## src/rtl/prs_pkg.sv

```systemverilog
package prs_pkg;

    localparam int WORD_W     = 16;
    localparam int MAX_WORDS  = 4;
    localparam int DATA_W     = WORD_W * MAX_WORDS;
    localparam int IDX_W      = $clog2(MAX_WORDS);
    localparam int PAGE_W     = 8;
    localparam int MADDR_W    = 5;

    localparam logic [MADDR_W-1:0] ADR_PAGE = 5'h10;
    localparam logic [MADDR_W-1:0] ADR_CMD  = 5'h11;
    localparam logic [MADDR_W-1:0] ADR_DATA = 5'h18;

    localparam logic [PAGE_W-1:0]  PAGE_RESET = 8'hFF;

    typedef enum logic [2:0] {
        SZ_8  = 3'd0,
        SZ_16 = 3'd1,
        SZ_32 = 3'd2,
        SZ_48 = 3'd3,
        SZ_64 = 3'd4
    } size_e;

    typedef enum logic [2:0] {
        ST_IDLE,
        ST_PAGE,
        ST_WDATA,
        ST_CMD,
        ST_POLL,
        ST_GAP,
        ST_RDATA,
        ST_DONE
    } seq_state_e;

    function automatic logic [IDX_W-1:0] last_word_idx(input size_e sz);
        case (sz)
            SZ_8, SZ_16: last_word_idx = IDX_W'(0);
            SZ_32:       last_word_idx = IDX_W'(1);
            SZ_48:       last_word_idx = IDX_W'(2);
            default:     last_word_idx = IDX_W'(MAX_WORDS - 1);
        endcase
    endfunction

endpackage

```

## src/rtl/prs_page_cache.sv

```systemverilog
module prs_page_cache #(
    parameter int PAGE_W = 8,
    parameter logic [PAGE_W-1:0] RESET_PAGE = '1
) (
    input  logic              clk,
    input  logic              rst_n,
    input  logic [PAGE_W-1:0] want_page,
    input  logic              commit,
    input  logic [PAGE_W-1:0] commit_page,
    output logic [PAGE_W-1:0] cur_page,
    output logic              miss
);

    always_ff @(posedge clk or negedge rst_n) begin
        if (!rst_n) begin
            cur_page <= RESET_PAGE;
        end else if (commit) begin
            cur_page <= commit_page;
        end
    end

    assign miss = (want_page != cur_page);

    // remembered page moves only on a successful page write
    a_r1_page_held: assert property (@(posedge clk) disable iff (!rst_n)
        !commit |=> $stable(cur_page));

endmodule

```

## src/rtl/prs_poll_ctrl.sv

```systemverilog
module prs_poll_ctrl #(
    parameter int MAX_TRIES = 5,
    parameter int GAP_W     = 16,
    localparam int TRY_W    = (MAX_TRIES > 1) ? $clog2(MAX_TRIES) : 1
) (
    input  logic             clk,
    input  logic             rst_n,
    input  logic             start,
    input  logic             busy_seen,
    input  logic             in_gap,
    input  logic [GAP_W-1:0] gap_len,
    output logic             exhausted,
    output logic             gap_over
);

    logic [TRY_W-1:0] tries;
    logic [GAP_W-1:0] gap_cnt;

    always_ff @(posedge clk or negedge rst_n) begin
        if (!rst_n) begin
            tries <= '0;
        end else if (start) begin
            tries <= '0;
        end else if (busy_seen && !exhausted) begin
            tries <= tries + 1'b1;
        end
    end

    always_ff @(posedge clk or negedge rst_n) begin
        if (!rst_n) begin
            gap_cnt <= '0;
        end else if (busy_seen) begin
            gap_cnt <= gap_len;
        end else if (in_gap && gap_cnt != '0) begin
            gap_cnt <= gap_cnt - 1'b1;
        end
    end

    assign exhausted = (tries == TRY_W'(MAX_TRIES - 1));
    assign gap_over  = (gap_cnt == '0);

    // attempt count never passes the retry limit
    a_r5_tries_bounded: assert property (@(posedge clk) disable iff (!rst_n)
        tries <= TRY_W'(MAX_TRIES - 1));

    // the wait counter never moves while outside the wait state and not loading
    a_r6_gap_idle: assert property (@(posedge clk) disable iff (!rst_n)
        (!in_gap && !busy_seen) |=> $stable(gap_cnt));

endmodule

```

## src/rtl/prs_word_lanes.sv

```systemverilog
module prs_word_lanes #(
    parameter int NUM_WORDS = 4,
    parameter int WORD_W    = 16,
    localparam int IDX_W    = (NUM_WORDS > 1) ? $clog2(NUM_WORDS) : 1,
    localparam int DATA_W   = NUM_WORDS * WORD_W
) (
    input  logic              clk,
    input  logic              rst_n,
    input  logic [DATA_W-1:0] wr_data,
    input  logic [IDX_W-1:0]  sel,
    output logic [WORD_W-1:0] sel_word,
    input  logic              clr,
    input  logic              load,
    input  logic [WORD_W-1:0] load_word,
    output logic [DATA_W-1:0] rd_data
);

    logic [WORD_W-1:0] wr_words [NUM_WORDS];
    logic [WORD_W-1:0] lane_q   [NUM_WORDS];

    for (genvar g = 0; g < NUM_WORDS; g++) begin : g_lane
        assign wr_words[g] = wr_data[g*WORD_W +: WORD_W];

        always_ff @(posedge clk or negedge rst_n) begin
            if (!rst_n) begin
                lane_q[g] <= '0;
            end else if (clr) begin
                lane_q[g] <= '0;
            end else if (load && sel == IDX_W'(g)) begin
                lane_q[g] <= load_word;
            end
        end

        assign rd_data[g*WORD_W +: WORD_W] = lane_q[g];
    end

    assign sel_word = wr_words[sel];

endmodule

```

## src/rtl/paged_reg_seq.sv

```systemverilog
module paged_reg_seq
    import prs_pkg::*;
#(
    parameter int MAX_TRIES = 5,
    parameter int GAP_W     = 16
) (
    input  logic               clk,
    input  logic               rst_n,
    input  logic               req_valid,
    output logic               req_ready,
    input  logic [PAGE_W-1:0]  req_page,
    input  logic [7:0]         req_reg,
    input  logic [2:0]         req_width,
    input  logic               req_write,
    input  logic [DATA_W-1:0]  req_wdata,
    input  logic [GAP_W-1:0]   poll_gap,
    output logic               mg_valid,
    output logic               mg_write,
    output logic [MADDR_W-1:0] mg_addr,
    output logic [WORD_W-1:0]  mg_wdata,
    input  logic               mg_done,
    input  logic               mg_err,
    input  logic [WORD_W-1:0]  mg_rdata,
    output logic               rsp_valid,
    output logic               rsp_err,
    output logic [DATA_W-1:0]  rsp_rdata
);

    seq_state_e state_q, state_d;

    logic [PAGE_W-1:0] q_page;
    logic [7:0]        q_reg;
    size_e             q_size;
    logic              q_write;
    logic [DATA_W-1:0] q_wdata;
    logic [IDX_W-1:0]  widx;
    logic              err_q;

    logic              page_miss;
    logic [PAGE_W-1:0] cache_page;
    logic              xfer_ok;
    logic              xfer_bad;
    logic              poll_busy;
    logic              last_word;
    logic              poll_exhausted;
    logic              gap_over;
    logic [WORD_W-1:0] stage_word;
    logic [DATA_W-1:0] lanes_data;
    logic              accept;

    assign accept    = (state_q == ST_IDLE) && req_valid;
    assign xfer_ok   = mg_done && !mg_err;
    assign xfer_bad  = mg_done && mg_err;
    assign poll_busy = (mg_rdata[1:0] != 2'b00);
    assign last_word = (widx == last_word_idx(q_size));

    prs_page_cache #(
        .PAGE_W     (PAGE_W),
        .RESET_PAGE (PAGE_RESET)
    ) i_page_cache (
        .clk         (clk),
        .rst_n       (rst_n),
        .want_page   (req_page),
        .commit      (state_q == ST_PAGE && xfer_ok),
        .commit_page (q_page),
        .cur_page    (cache_page),
        .miss        (page_miss)
    );

    prs_poll_ctrl #(
        .MAX_TRIES (MAX_TRIES),
        .GAP_W     (GAP_W)
    ) i_poll_ctrl (
        .clk       (clk),
        .rst_n     (rst_n),
        .start     (state_q == ST_CMD && xfer_ok),
        .busy_seen (state_q == ST_POLL && xfer_ok && poll_busy),
        .in_gap    (state_q == ST_GAP),
        .gap_len   (poll_gap),
        .exhausted (poll_exhausted),
        .gap_over  (gap_over)
    );

    prs_word_lanes #(
        .NUM_WORDS (MAX_WORDS),
        .WORD_W    (WORD_W)
    ) i_word_lanes (
        .clk       (clk),
        .rst_n     (rst_n),
        .wr_data   (q_wdata),
        .sel       (widx),
        .sel_word  (stage_word),
        .clr       (accept),
        .load      (state_q == ST_RDATA && xfer_ok),
        .load_word (mg_rdata),
        .rd_data   (lanes_data)
    );

    // state register
    always_ff @(posedge clk or negedge rst_n) begin
        if (!rst_n) begin
            state_q <= ST_IDLE;
        end else begin
            state_q <= state_d;
        end
    end

    // next-state logic
    always_comb begin
        state_d = state_q;
        unique case (state_q)
            ST_IDLE: begin
                if (req_valid) begin
                    if (page_miss)      state_d = ST_PAGE;
                    else if (req_write) state_d = ST_WDATA;
                    else                state_d = ST_CMD;
                end
            end
            ST_PAGE: begin
                if (xfer_bad)     state_d = ST_DONE;
                else if (xfer_ok) state_d = q_write ? ST_WDATA : ST_CMD;
            end
            ST_WDATA: begin
                if (xfer_bad)                  state_d = ST_DONE;
                else if (xfer_ok && last_word) state_d = ST_CMD;
            end
            ST_CMD: begin
                if (xfer_bad)     state_d = ST_DONE;
                else if (xfer_ok) state_d = ST_POLL;
            end
            ST_POLL: begin
                if (xfer_bad) begin
                    state_d = ST_DONE;
                end else if (xfer_ok) begin
                    if (poll_busy)    state_d = poll_exhausted ? ST_DONE : ST_GAP;
                    else if (q_write) state_d = ST_DONE;
                    else              state_d = ST_RDATA;
                end
            end
            ST_GAP: begin
                if (gap_over) state_d = ST_POLL;
            end
            ST_RDATA: begin
                if (xfer_bad)                  state_d = ST_DONE;
                else if (xfer_ok && last_word) state_d = ST_DONE;
            end
            ST_DONE: begin
                state_d = ST_IDLE;
            end
        endcase
    end

    // request latch, word index and error flag
    always_ff @(posedge clk or negedge rst_n) begin
        if (!rst_n) begin
            q_page  <= '0;
            q_reg   <= '0;
            q_size  <= SZ_8;
            q_write <= 1'b0;
            q_wdata <= '0;
            widx    <= '0;
            err_q   <= 1'b0;
        end else begin
            if (accept) begin
                q_page  <= req_page;
                q_reg   <= req_reg;
                q_size  <= size_e'(req_width);
                q_write <= req_write;
                q_wdata <= req_wdata;
                widx    <= '0;
                err_q   <= 1'b0;
            end
            if ((state_q == ST_WDATA || state_q == ST_RDATA) && xfer_ok) begin
                widx <= last_word ? '0 : widx + 1'b1;
            end
            if (state_q == ST_POLL && xfer_ok && !poll_busy) begin
                widx <= '0;
            end
            if (state_q != ST_IDLE && state_q != ST_GAP && state_q != ST_DONE && xfer_bad) begin
                err_q <= 1'b1;
            end
            if (state_q == ST_POLL && xfer_ok && poll_busy && poll_exhausted) begin
                err_q <= 1'b1;
            end
        end
    end

    // outputs
    always_comb begin
        mg_valid  = 1'b0;
        mg_write  = 1'b0;
        mg_addr   = '0;
        mg_wdata  = '0;
        req_ready = 1'b0;
        rsp_valid = 1'b0;
        unique case (state_q)
            ST_IDLE: begin
                req_ready = 1'b1;
            end
            ST_PAGE: begin
                mg_valid = 1'b1;
                mg_write = 1'b1;
                mg_addr  = ADR_PAGE;
                mg_wdata = {q_page, 7'b0, 1'b1};
            end
            ST_WDATA: begin
                mg_valid = 1'b1;
                mg_write = 1'b1;
                mg_addr  = ADR_DATA + MADDR_W'(widx);
                mg_wdata = stage_word;
            end
            ST_CMD: begin
                mg_valid = 1'b1;
                mg_write = 1'b1;
                mg_addr  = ADR_CMD;
                mg_wdata = {q_reg, 6'b0, ~q_write, q_write};
            end
            ST_POLL: begin
                mg_valid = 1'b1;
                mg_addr  = ADR_CMD;
            end
            ST_GAP: begin
            end
            ST_RDATA: begin
                mg_valid = 1'b1;
                mg_addr  = ADR_DATA + MADDR_W'(widx);
            end
            ST_DONE: begin
                rsp_valid = 1'b1;
            end
        endcase
    end

    assign rsp_err   = err_q;
    assign rsp_rdata = (q_size == SZ_8) ? {{(DATA_W-8){1'b0}}, lanes_data[7:0]} : lanes_data;

    // a pending transaction keeps its fields until it completes
    a_r11_hold_fields: assert property (@(posedge clk) disable iff (!rst_n)
        (mg_valid && !mg_done) |=> (mg_valid && $stable(mg_addr) && $stable(mg_write) && $stable(mg_wdata)));

    // no port activity while idle
    a_r10_idle_quiet: assert property (@(posedge clk) disable iff (!rst_n)
        req_ready |-> !mg_valid);

    // response is a single pulse followed by idle
    a_r10_rsp_pulse: assert property (@(posedge clk) disable iff (!rst_n)
        rsp_valid |=> (!rsp_valid && req_ready));

    // command word carries exactly one direction bit and clear middle bits
    a_r4_cmd_word: assert property (@(posedge clk) disable iff (!rst_n)
        (mg_valid && mg_write && mg_addr == ADR_CMD) |-> ($countones(mg_wdata[1:0]) == 1 && mg_wdata[7:2] == 6'b0));

    // page word has the enable bit and clear low bits
    a_r1_page_word: assert property (@(posedge clk) disable iff (!rst_n)
        (mg_valid && mg_write && mg_addr == ADR_PAGE) |-> (mg_wdata[7:0] == 8'h01 && mg_wdata[15:8] == q_page));

    // byte reads return nothing above bit 7
    a_r8_byte_read: assert property (@(posedge clk) disable iff (!rst_n)
        (rsp_valid && !q_write && q_size == SZ_8) |-> (rsp_rdata[DATA_W-1:8] == '0));

    // a page write only happens when the request's page differs from the cache
    a_r1_page_on_miss: assert property (@(posedge clk) disable iff (!rst_n)
        (mg_valid && mg_addr == ADR_PAGE) |-> (cache_page != q_page));

endmodule

```

## config.mk

```make
export PLATFORM = sky130hd
export DESIGN_NAME = paged_reg_seq
export DESIGN_NICKNAME = d
export VERILOG_FILES = /design/src/rtl/prs_pkg.sv /design/src/rtl/prs_page_cache.sv /design/src/rtl/prs_poll_ctrl.sv /design/src/rtl/prs_word_lanes.sv /design/src/rtl/paged_reg_seq.sv
export SDC_FILE = /design/constraint.sdc
export NUM_CORES = 1
export LEC_CHECK = 0
export ABC_AREA = 1
export BUFFER_PORTS_ARGS = -buffer_cell sky130_fd_sc_hd__clkbuf_2
export CORE_ASPECT_RATIO = 0.9
export CORE_MARGIN = 5
export CORE_UTILIZATION = 30
export CTS_BUF_LIST = sky130_fd_sc_hd__clkbuf_2 sky130_fd_sc_hd__clkbuf_4 sky130_fd_sc_hd__clkbuf_8
export DETAILED_ROUTE_END_ITERATION = 7
export PLACE_DENSITY_LB_ADDON = 0.05
export SYNTH_ARGS = -nofsm -noshare
export SYNTH_HDL_FRONTEND = slang
export SYNTH_SLANG_ARGS = --single-unit
```

## constraint.sdc

```tcl
create_clock -name clk -period 2.2 [get_ports clk]
set_input_delay 0.11 -clock clk [delete_from_list [all_inputs] [get_ports clk]]
set_output_delay 0.11 -clock clk [all_outputs]
set_load 0.01 [all_outputs]
```

==> flow_summary.yaml <==
status:
  status: "completed"
setup_path:
  crit_chain: "inv_2, nand2_2, nor2_1, buf_6, inv_2, a21oi_1, clkbuf_2"
  cp-start-kind: "register"
  crit_slowest_cell: "dfrtp_2"
  r2r_slack_ns: 0.36
  slowest_delay_ns: 0.49
  reg2reg_to: "i_word_lanes.rd_data[30]$_DFFE_PN0P_"
  crit_arrival_ns: 2.01
  critical_path.endpoint_type: "primary output"
  rr_worst_depth: 7
  crit_fanout: 13
  criticalPathCategory: "reg -> out"
  r2r_start: "state_q[2]$_DFFE_PN0P_"
  required_ns: 2.09
  crit_top_cell: "inv_2"
place:
  hpwl_um: 20300
  placed_area_sq_mm: 0.0106
  gp_congestion: 0.824
  port_buffers: 209
power_and_ir_drop:
  power_density_mw_per_mm2: 1310
  totalPowerFinal_w: 0.0160
  peakVddDrop_mv: 0.461
  power.leakage_nw: 6.35
yosys:
  async_reset_ff_frac: 1.00
  synth_area_sq_mm: 0.00922
  synthesis.nets: 1323
  ys_warn_count: 0
  yosysTopAreaCellShare: 0.470
  synth_common_cells: "433 x nand2_1, 173 x dfrtp_1, 134 x nor2_1, 130 x o21ai_0, 105 x inv_1"
  synth.most_common_cell: "nand2_1"
  synth_seq_area_share: 0.492
  postSynthAreaPerCell_sq_um: 7.73
  yosys.area.top_type: "dfrtp_1"
  synth_edf_count: 0
  ys.flop_type: "dfrtp_1"
  synth.distinct_cells: 40
  syn_inst: 1193
  yosys-top-cells-area: "dfrtp_1 47%, nand2_1 18%, o21ai_0 7.1%"
  ys_ff_latch: 181
cells_and_area:
  fillCellCount: 3178
  num_antenna_cells: 0
  nNetsFinal: 1625
  layout-drive-gt1-share: 0.210
  post-route-util: 0.406
  syn_to_final_growth_pct: 32.6
  final_cell_area_sq_mm: 0.0122
timing:
  hold_viol_final: 0
  rsz0062_at_grt: "yes"
  timing.final.crit_share: 0.962
  slew_headroom: 0.654
  whs_ns: 0.0808
  tightest_slew_ns: 0.518
  finalMaxSlewViolations: 0
  clock.fmax_mhz: 472
  fin_crit_ns: 2.12
  fin_skew_ns: 0.0174
  finalSetupViolCount: 0
  tns_ns: 0
worst_hold_path:
  min_to: "q_reg[1]$_DFFE_PN0P_"
  hp-class: "in -> reg"
  hold_start: "req_valid"
  holdPathStages: 4
die:
  ios: 211
  die_h_um: 176
  die-area_sq_mm: 0.0343
  coreArea_sq_mm: 0.0301
  start_util: 0.306
  rows: 60
  dieWidth_um: 195
cts:
  cts_root_buffer: "clkbuf_8"
  clk_path_buf_depth: 2
  cts_tree: "built"
  cts.reportedPaths.clkPinSlew_ns: 0.10
  cts_sinks: 181
  cts_buffers: 17
  h-tree-depth: 4
  clk_latency_ns: 0.46
route:
  drtAntennaViolNets: 0
  drcViolationCount: 0
  wl_per_cell_um: 15.3
  vias_per_cell: 4.43
  vias: 8469
  detail_route.iter0.violations: 449
  wl_um: 29200
  drtPass1Iterations: 5
global_route:
  grt_pass1_vias: 8673
  grt_max_degree: 81
  grt_pass1_wl_um: 47700
  grt_use_total: 0.173
  antenna_found_initial: 0
  grt_overflow: 0
run:
  drv_cap: 0
[layout make-up]
cell class,instances,area [sq um],share of cell area
Sequential cell,181,4540,0.372
Inverter,115,450,0.0369
Clock buffer,21,277,0.0226
Multi-Input combinational cell,829,3780,0.309
Clock inverter,11,124,0.0101
Timing Repair Buffer,351,2550,0.208
Tap cell,403,504,0.0413
[critical path: cells and delay by family (launching register included)]
family | cells | cell delay, ns
AOI/OAI and AO/OA | 1 | 0.23
DFF | 1 | 0.49
buffers and inverters | 4 | 0.60
and+or+nand+nor | 2 | 0.23
[where the power goes]
| group | total [W] | switching, W | internal (W) |
|---|---|---|---|
| Clock | 0.00237 | 0.00127 | 0.00110 |
| Sequential | 0.00584 | 0.000953 | 0.00488 |
| Combinational | 0.00778 | 0.00488 | 0.00290 |
| Total | 0.0160 | 0.00710 | 0.00889 |
[repair_timing]
action,CTS,global route
hold buffers,117,0
setup buffers,1,0
setup endpoints to repair,12,15
pin swaps,0,2
resized for setup,12,14
gates cloned,0,0
endpoints found under the hold margin,259,0
[routing by layer]
metal,global-route usage,vias to the layer above,wire length [um]
met4,0.0398,0,417
li1,-,4315,-
met2,0.276,187,13300
met1,0.246,3948,14400
met3,0.0315,19,1190
met5,0,-,0
[cells by family after synthesis]
kind of cell,Yosys count,share of synthesized area
fa+ha+maj,9,0.0122
buf+inv,183,0.103
simple gates,621,0.268
compound gates,188,0.114
flops,181,0.492
other cells,1,0.000407
xor+xnor,10,0.00950
[cell usage in the layout, fill, tap and decap left out, types with 5 or more instances in the layout]
cell | Yosys | final
nand2_1 | 433 | 433
clkbuf_2 | 1 | 208
dfrtp_1 | 173 | 171
nor2_1 | 134 | 134
o21ai_0 | 130 | 122
dlygate4sd3_1 | 0 | 117
inv_1 | 105 | 105
nand3_1 | 33 | 33
clkbuf_8 | 0 | 20
o21ai_1 | 10 | 17
a21oi_1 | 14 | 14
buf_4 | 10 | 13
buf_12 | 0 | 10
ha_1 | 9 | 9
o211ai_1 | 8 | 8
dfstp_2 | 8 | 8
a22oi_1 | 8 | 7
o22ai_2 | 0 | 6
xnor2_1 | 6 | 6
inv_6 | 1 | 5
inv_2 | 6 | 5
[worst max path at each step]
stage | start | end | depth (start not counted)
floorplan | widx[1]$_DFFE_PN0P_ | i_word_lanes.rd_data[20]$_DFFE_PN0P_ | 7
global placement | widx[0]$_DFFE_PN0P_ | mg_wdata[10] | 6
detailed placement | state_q[0]$_DFFE_PN0P_ | i_word_lanes.rd_data[48]$_DFFE_PN0P_ | 7
CTS | state_q[0]$_DFFE_PN0P_ | mg_wdata[7] | 7
global route | state_q[0]$_DFFE_PN0P_ | mg_wdata[6] | 7
finish | state_q[0]$_DFFE_PN0P_ | mg_wdata[7] | 7
[through the flow]
step,std cells,worst slack [ns]
6_report,1911,0.0833
3_3_place_gp,1761,0.383
3_5_place_dp,1761,0.341
2_1_floorplan,1193,0.573
5_1_grt,1911,-0.0500
4_1_cts,1911,0.00463
(Power assumes the default switching activity.)
